`config.mk`:
```
export PLATFORM = sky130hd
export DESIGN_NAME = irq_aggregator
export DESIGN_NICKNAME = d
export VERILOG_FILES = /design/src/rtl/irq_agg_pkg.sv /design/src/rtl/irq_gpio_edge.sv /design/src/rtl/irq_holdoff.sv /design/src/rtl/irq_line_drive.sv /design/src/rtl/irq_aggregator.sv
export SDC_FILE = /design/constraint.sdc
export NUM_CORES = 1
export LEC_CHECK = 0
export ABC_AREA = 1
export BUFFER_PORTS_ARGS = -buffer_cell sky130_fd_sc_hd__buf_2
export CAP_MARGIN = 10
export CORE_MARGIN = 10
export CORE_UTILIZATION = 56
export DETAILED_ROUTE_END_ITERATION = 8
export GPL_TIMING_DRIVEN = 0
export PLACE_DENSITY = 0.9
export SYNTH_ARGS = -nofsm -noshare
export SYNTH_HDL_FRONTEND = slang
export SYNTH_SLANG_ARGS = --single-unit
```
`constraint.sdc`:
```
create_clock -name clk_i -period 1.6 [get_ports clk_i]
set_input_delay 0.08 -clock clk_i [delete_from_list [all_inputs] [get_ports clk_i]]
set_output_delay 0.08 -clock clk_i [all_outputs]
set_load 0.03 [all_outputs]
```
`src/rtl/irq_agg_pkg.sv`:
```
package irq_agg_pkg;
  typedef enum logic [1:0] {
    REG_STAT = 2'd0,
    REG_EN   = 2'd1,
    REG_CFG  = 2'd2,
    REG_GPOL = 2'd3
  } reg_sel_e;

  localparam int CFG_MASTER   = 0;
  localparam int CFG_ACT_HI   = 1;
  localparam int CFG_OPEN_DRN = 2;
  localparam int CFG_HOLD_LSB = 8;
endpackage

```
`src/rtl/irq_gpio_edge.sv`:
```
module irq_gpio_edge #(
  parameter int N = 3
) (
  input  logic         clk_i,
  input  logic         rst_ni,
  input  logic [N-1:0] pin_i,
  input  logic [N-1:0] rise_sel_i,
  output logic [N-1:0] edge_o
);
  for (genvar g = 0; g < N; g++) begin : g_pin
    logic s1_q, s2_q, s3_q;
    always_ff @(posedge clk_i or negedge rst_ni) begin
      if (!rst_ni) begin
        s1_q <= 1'b0;
        s2_q <= 1'b0;
        s3_q <= 1'b0;
      end else begin
        s1_q <= pin_i[g];
        s2_q <= s1_q;
        s3_q <= s2_q;
      end
    end
    assign edge_o[g] = rise_sel_i[g] ? (s2_q & ~s3_q) : (~s2_q & s3_q);
  end
endmodule

```
`src/rtl/irq_holdoff.sv`:
```
module irq_holdoff #(
  parameter int HOLD_W   = 8,
  parameter int TICK_DIV = 1000
) (
  input  logic              clk_i,
  input  logic              rst_ni,
  input  logic              pending_i,
  input  logic [HOLD_W-1:0] hold_i,
  output logic              active_o
);
  localparam int PW = (TICK_DIV > 1) ? $clog2(TICK_DIV) : 1;
  localparam logic [PW-1:0] PRE_MAX = PW'(TICK_DIV - 1);

  logic              active_q;
  logic [HOLD_W-1:0] cnt_q;
  logic [PW-1:0]     pre_q;

  always_ff @(posedge clk_i or negedge rst_ni) begin
    if (!rst_ni) begin
      active_q <= 1'b0;
      cnt_q    <= '0;
      pre_q    <= '0;
    end else if (active_q) begin
      if (!pending_i) begin
        active_q <= 1'b0;
        cnt_q    <= hold_i;
        pre_q    <= '0;
      end
    end else if (cnt_q != '0) begin
      if (pre_q == PRE_MAX) begin
        pre_q <= '0;
        cnt_q <= cnt_q - 1'b1;
      end else begin
        pre_q <= pre_q + 1'b1;
      end
    end else begin
      active_q <= pending_i;
    end
  end

  assign active_o = active_q;
endmodule

```
`src/rtl/irq_line_drive.sv`:
```
module irq_line_drive (
  input  logic active_i,
  input  logic act_hi_i,
  input  logic open_drain_i,
  output logic line_o,
  output logic oe_o
);
  assign line_o = active_i ? act_hi_i : ~act_hi_i;
  assign oe_o   = open_drain_i ? active_i : 1'b1;
endmodule

```
`src/rtl/irq_aggregator.sv`:
```
module irq_aggregator
  import irq_agg_pkg::*;
#(
  parameter int NUM_GPIO = 3,
  parameter int NUM_EVT  = 4,
  parameter int HOLD_W   = 8,
  parameter int TICK_DIV = 1000,
  parameter int DW       = 16
) (
  input  logic                clk_i,
  input  logic                rst_ni,
  input  logic [NUM_GPIO-1:0] gpio_i,
  input  logic [NUM_EVT-1:0]  evt_i,
  input  logic [1:0]          reg_addr_i,
  input  logic [DW-1:0]       reg_wdata_i,
  input  logic                reg_we_i,
  output logic [DW-1:0]       reg_rdata_o,
  output logic                irq_o,
  output logic                irq_oe_o
);
  localparam int NSRC = NUM_GPIO + NUM_EVT;

  logic [NSRC-1:0]     status_q, enable_q, src_set;
  logic [NUM_GPIO-1:0] gpol_q, gpio_edge;
  logic                cfg_master, cfg_act_hi, cfg_od;
  logic [HOLD_W-1:0]   cfg_hold;
  logic                pending, line_active, stat_clr_wr;

  irq_gpio_edge #(.N(NUM_GPIO)) u_edge (
    .clk_i, .rst_ni, .pin_i(gpio_i), .rise_sel_i(gpol_q), .edge_o(gpio_edge)
  );

  assign src_set     = {evt_i, gpio_edge};
  assign stat_clr_wr = reg_we_i && (reg_addr_i == REG_STAT);

  always_ff @(posedge clk_i or negedge rst_ni) begin
    if (!rst_ni) begin
      status_q   <= '0;
      enable_q   <= '0;
      gpol_q     <= '0;
      cfg_master <= 1'b0;
      cfg_act_hi <= 1'b0;
      cfg_od     <= 1'b0;
      cfg_hold   <= '0;
    end else begin
      // set has priority over a coincident clear
      status_q <= (status_q & ~(stat_clr_wr ? reg_wdata_i[NSRC-1:0] : '0)) | src_set;
      if (reg_we_i) begin
        unique case (reg_addr_i)
          REG_EN:   enable_q <= reg_wdata_i[NSRC-1:0];
          REG_CFG: begin
            cfg_master <= reg_wdata_i[CFG_MASTER];
            cfg_act_hi <= reg_wdata_i[CFG_ACT_HI];
            cfg_od     <= reg_wdata_i[CFG_OPEN_DRN];
            cfg_hold   <= reg_wdata_i[CFG_HOLD_LSB +: HOLD_W];
          end
          REG_GPOL: gpol_q <= reg_wdata_i[NUM_GPIO-1:0];
          default: ;
        endcase
      end
    end
  end

  always_comb begin
    reg_rdata_o = '0;
    unique case (reg_addr_i)
      REG_STAT: reg_rdata_o = DW'(status_q);
      REG_EN:   reg_rdata_o = DW'(enable_q);
      REG_CFG: begin
        reg_rdata_o[CFG_MASTER]               = cfg_master;
        reg_rdata_o[CFG_ACT_HI]               = cfg_act_hi;
        reg_rdata_o[CFG_OPEN_DRN]             = cfg_od;
        reg_rdata_o[CFG_HOLD_LSB +: HOLD_W]   = cfg_hold;
      end
      default:  reg_rdata_o = DW'(gpol_q);
    endcase
  end

  assign pending = cfg_master && ((status_q & enable_q) != '0);

  irq_holdoff #(.HOLD_W(HOLD_W), .TICK_DIV(TICK_DIV)) u_hold (
    .clk_i, .rst_ni, .pending_i(pending), .hold_i(cfg_hold), .active_o(line_active)
  );

  irq_line_drive u_drive (
    .active_i(line_active), .act_hi_i(cfg_act_hi), .open_drain_i(cfg_od),
    .line_o(irq_o), .oe_o(irq_oe_o)
  );
endmodule

```
## Yosys cells after proc, flatten, opt, wreduce, memory -nomap -nowiden

Index checks and enable logic that the tools add are counted.

| word-level totals | value |
|---|---|
| flip-flop bits (word level) | 56 |
| input bits | 28 |
| output and inout bits | 18 |

| operators by class | value |
|---|---|
| add/sub/neg operators | 2 |
| equal/unequal tests | 5 |
| mux-type cells | 20 |
| bitwise gates (word level) | 17 |
| reductions and logical operators | 12 |

Operators by type and width:

| operator | count |
|---|---|
| $mux 10 | 4 |
| $mux 8 | 5 |
| $and 7x7->7 | 2 |
| $add 10x1->10 const B | 1 |
| $eq 10x10->1 const B | 1 |
| $pmux 3 s3 | 1 |
| $mux 1 | 8 |
| $pmux 4 s2 | 1 |
| $reduce_and 2->1 | 4 |
| $reduce_bool 8->1 | 1 |
| $sub 8x1->8 const B | 1 |
| $mux 7 | 1 |
| $not 1->1 | 7 |
| $not 7->7 | 1 |
| $or 7x7->7 | 1 |
| $reduce_bool 7->1 | 1 |
| $and 1x1->1 | 6 |
| $eq 2x2->1 const B | 2 |
| $reduce_bool 2->1 | 2 |
| $reduce_and 3->1 | 1 |
| $eq 2x1->1 const B | 1 |
| $logic_and 1x1->1 | 2 |
| $logic_not 2->1 | 1 |
| $ne 2x2->1 const B | 1 |

## Logic depth before layout (Yosys ltp)

| depth | value |
|---|---|
| depth after elaboration | 6 |
| mapped depth | 10 |

## By module

Synthesis repeated with hierarchy kept, for this count alone.

| second synthesis, totals | value |
|---|---|
| cells, all modules | 386 |
| area total of the unflattened synthesis | 3,074.2 um2 |

By module, submodules not included:

| module | times used | cells an instance | area each (um2) |
|---|---|---|---|
| irq_aggregator | 1 | 174 | 1,392.6 |
| irq_holdoff | 1 | 179 | 1,358.8 |
| irq_gpio_edge | 1 | 27 | 300.3 |
| irq_line_drive | 1 | 6 | 22.5 |

## Least setup slack after synthesis

OpenSTA, ideal clock, no wires.

| timing | value |
|---|---|
| path type | register to register |
| start point | register u_hold.cnt_q[0] |
| end point | register u_hold.pre_q[6] |
| arrival time | 1,262 ps |
| path slack | 221 ps |
| cell stages (with the launch flop) | 9 |
| clock period less this slack | 1,379 ps |
| path through | dfrtp_1 -> inv_1 -> ha_1 -> nand2_2 -> o21ai_4 -> nand2_4 -> buf_6 -> nand2_1 -> nand2_1 |

| between the ends | value |
|---|---|
| longest elaborated chain between the ends | 3 |

RTL lines:

| item | line | source |
|---|---|---|
| from (decl) | irq_holdoff.sv:15 | `logic [HOLD_W-1:0] cnt_q;` |
| from (signal assigned) | irq_holdoff.sv:26 | `cnt_q <= hold_i;` |
| from (signal assigned) | irq_holdoff.sv:32 | `cnt_q <= cnt_q - 1'b1;` |
| $reduce_bool 8->1 | irq_holdoff.sv:29 | `end else if (cnt_q != '0) begin` |
| $reduce_bool 2->1 (no line) | -- |  |
| $reduce_and 2->1 (no line) | -- |  |
| to (signal assigned) | irq_holdoff.sv:34 | `pre_q <= pre_q + 1'b1;` |
| to (decl) | irq_holdoff.sv:16 | `logic [PW-1:0] pre_q;` |

No other way between the ends.
A chain may end at the register's enable or synchronous reset.

## Worst setup path after layout

| timing | value |
|---|---|
| start point | register u_hold.pre_q[0] |
| end point | register u_hold.cnt_q[1] |

| between the ends | value |
|---|---|
| longest elaborated chain between the ends | 3 |

RTL lines:

| item | line | source |
|---|---|---|
| $eq 10x10->1 | irq_holdoff.sv:30 | `if (pre_q == PRE_MAX) begin` |
| $reduce_bool 2->1 (no line) | -- |  |
| $reduce_and 3->1 (no line) | -- |  |

No other way between the ends.

==> key figures <==
Global routing
  – First-pass GRT wire length: between 10000 and 15000 µm
  – Largest net degree at the start of global routing: between 50 and 60
  – GRT overflow: 0
  – Initial antenna violation count: 0
  – Gr usage total: 0.174
  – Vias in the first global route: around 2700

STA
  – Slew Limit Fails: 0
  – Final hold vios: 0
  – Slew @ Worst Pin: about 0.54 ns
  – Final Cycle Share: 0.968
  – Setup Skew: ~0.018 ns
  – Setup violations, final: 0
  – Tmin final: ~1.5 ns
  – Max Clk Rate: around 650 MHz
  – Final hold slack: roughly 0.011 ns
  – Relative slew slack: 0.641

Layout
  – # diodes: 0
  – Commonest non-fill, non-tap cell in the layout: nand2_1
  – Most frequent cells in the layout: 113 x nand2_1, 55 x dfrtp_1, 46 x nor2_1
  – End-of-flow core utilization: 0.693
  – Area growth, synth to finish: 19.7%
  – Final Non-Filler Cells: 520
  – Fraction of layout cells with a size suffix above 1: 0.196
  – Final net count: 480

Yosys
  – Ys async rst share: 1.00
  – Seq/Total Area, Yosys: 0.474
  – Unique masters post-synth: 33
  – Cell count after synthesis: 383
  – Most common flop cell mapped by yosys: dfrtp_1
  – Syn nets: roughly 410
  – Area share of fa/ha/maj cells after synthesis: 0.0127
  – Number of synthesized flops with an enable pin: 0
  – Largest family of logic cells by synthesized area: simple AND/OR/NAND/NOR gates
  – XOR/XNOR share of the synthesized area: 0.00592
  – Flops & latches, synth: 56
  – Post-synthesis simple-gate area fraction: 0.314
  – Syn avg cell area: 7.73 µm²
  – Synth Area in Compound Gates: 0.117
  – Syn Std Cell Area: slightly below 0.003 mm²
  – Post-synthesis mux area share: 0
  – Synth warn: 0

Power
  – Lkg Pwr: 1.86 nW
  – Max VDD drop: roughly 0.84 mV
  – P per Cell Area: about 1400 mW/mm²
  – Pwr Total: between 4 and 5 mW

Worst setup path
  – Worst Setup Path Type: flop to flop
  – Critical Path Start: u_hold.pre_q[0]
  – Data required, critical path: ~1.9 ns
  – Worst path arrival time: around 1.8 ns
  – R2R Path Start: u_hold.pre_q[0]
  – CP Max Fanout: 8
  – Setup crit start kind: flop
  – Crit. End Element: flop

Route
  – DRC viols: 0
  – Initial drt markers: about 220
  – Final wirelength: between 7000 and 8000 µm
  – Via density: between 5 and 6
  – Antenna viol nets, final: 0
  – Routed wire per std cell: 14.3 µm
  – Via Count: between 2000 and 3000
  – DRT Pass-1 Iters: 6

Clock tree
  – Clk root buf: clkbuf_8
  – CTS tree: built
  – CTS H-tree lvls: 2
  – Reg clk slew, reported paths: 0.11 ns
  – Clk buf depth: 2
  – Skew-Pair Late Insertion Delay: between 0.3 and 0.4 ns
  – CTS Sinks: 56
  – Num CTS Buffers: 5

Floorplan
  – Rows: 26
  – Area of the die: between 0.008 and 0.009 mm²
  – I/O Pins: 46
  – Die H: between 90 and 100 µm
  – Die Wd: 92.7 µm
  – Initial cell density of the core: 0.579
  – Core Footprint: ~0.0051 mm²

Status
  – Status: completed

Place
  – GPL Wtd Cong: about 0.83
  – I/O Buffers: 43
  – Placed Cells: approximately 500
  – DP Wirelength: approximately 5200 µm

Worst hold path
  – HP Start: reg_wdata_i[10]
  – Worst hold path class: input port to flop

Flow run
  – Max capacitance violation total: 0
final timing paths:
check                                       endpoint  slack, ns  cells past startpoint
worst max register to register       u_hold.cnt_q[1]       0.05                      9
worst min register to register  u_edge.g_pin[2].s2_q       0.37                      0
max in group asynchronous                enable_q[5]       0.84                      3
min in group asynchronous            u_hold.cnt_q[4]       0.20                      2
worst min-delay path                     cfg_hold[2]       0.01                      3
worst max-delay path                 u_hold.cnt_q[1]       0.05                      9
cell families after synthesis:
group / count (synthesis)
fa+ha+maj: 3
buf+inv: 56
other cells: 1
simple gates: 208
xor+xnor: 2
flops: 56
compound gates: 57
cells in the mapped netlist, types with 3 or more instances:
cell type  number  area [µm²]
a21oi_1        10        50.1
a22o_1          5        43.8
buf_2           3        15.0
clkbuf_1        4        15.0
dfrtp_1        56        1400
ha_1            3        37.5
inv_1          46         173
nand2_1       115         432
nand2_4         3        33.8
nand3_1        26         130
nand4_1         5        31.3
nor2_1         46         173
o211ai_1        3        22.5
o21ai_0        31         155
o21ai_2         4        35.0
worst max-delay path, stage by stage (launching register included):
cell and delay (ns):
dfrtp_1 0.47, ha_4 0.18, inv_1 0.05, nor2_2 0.14
nand3b_4 0.12, nand2_4 0.13, nand2_4 0.07, nor2_8 0.14
nand2_1 0.10, nand2_1 0.08
sequential cells by signal (all words and copies together), names as in the netlist:
name               flops
cfg_act_hi             1
cfg_hold               8
cfg_master             1
cfg_od                 1
enable_q               7
gpol_q                 3
status_q               7
u_edge.g_pin.s1_q      3
u_edge.g_pin.s2_q      3
u_edge.g_pin.s3_q      3
u_hold.active_o        1
u_hold.cnt_q           8
u_hold.pre_q          10
cell type report:
cell class | count | area [µm²]
clock inverter | 3 | 18.8
clock buffer | 5 | 68.8
multi-input combinational | 271 | 1360
tap | 70 | 87.6
inverter | 47 | 180
sequential | 56 | 1400
timing repair buffer | 59 | 370
fill | 418 | 1570
buffer | 9 | 55.1
layer usage:
metal	vias up	track usage	wire (µm)
met5	-	0	0
met4	0	0.0656	197
met3	23	0.0395	351
met2	92	0.309	3930
met1	1303	0.199	2960
li1	1341	-	-
report_power, final:
group          internal (mW)  total, mW  switching (mW)
clock                  0.307      0.776           0.469
combinational          0.762       2.05            1.29
sequential              1.70       1.99           0.292
repair_timing:
| action | CTS | global route |
|---|---|---|
| buffers inserted | 1 | 6 |
| setup endpoints to repair | 3 | 21 |
| resized for setup | 5 | 7 |
| hold endpoints to repair | 7 | 14 |
| hold buffers | 7 | 1 |
| pin swaps | 1 | 4 |
per-stage QoR:
step                setup WS (ns)  area [µm²]  setup TNS [ns]
floorplan                   0.221        2960               0
global placement           0.0777        3260               0
detailed placement        0.00117        3260               0
CTS                       0.00681        3440               0
global route              -0.0374        3540         -0.0666
finish                     0.0510        3540               0
Power figures use the tool's default switching activity.
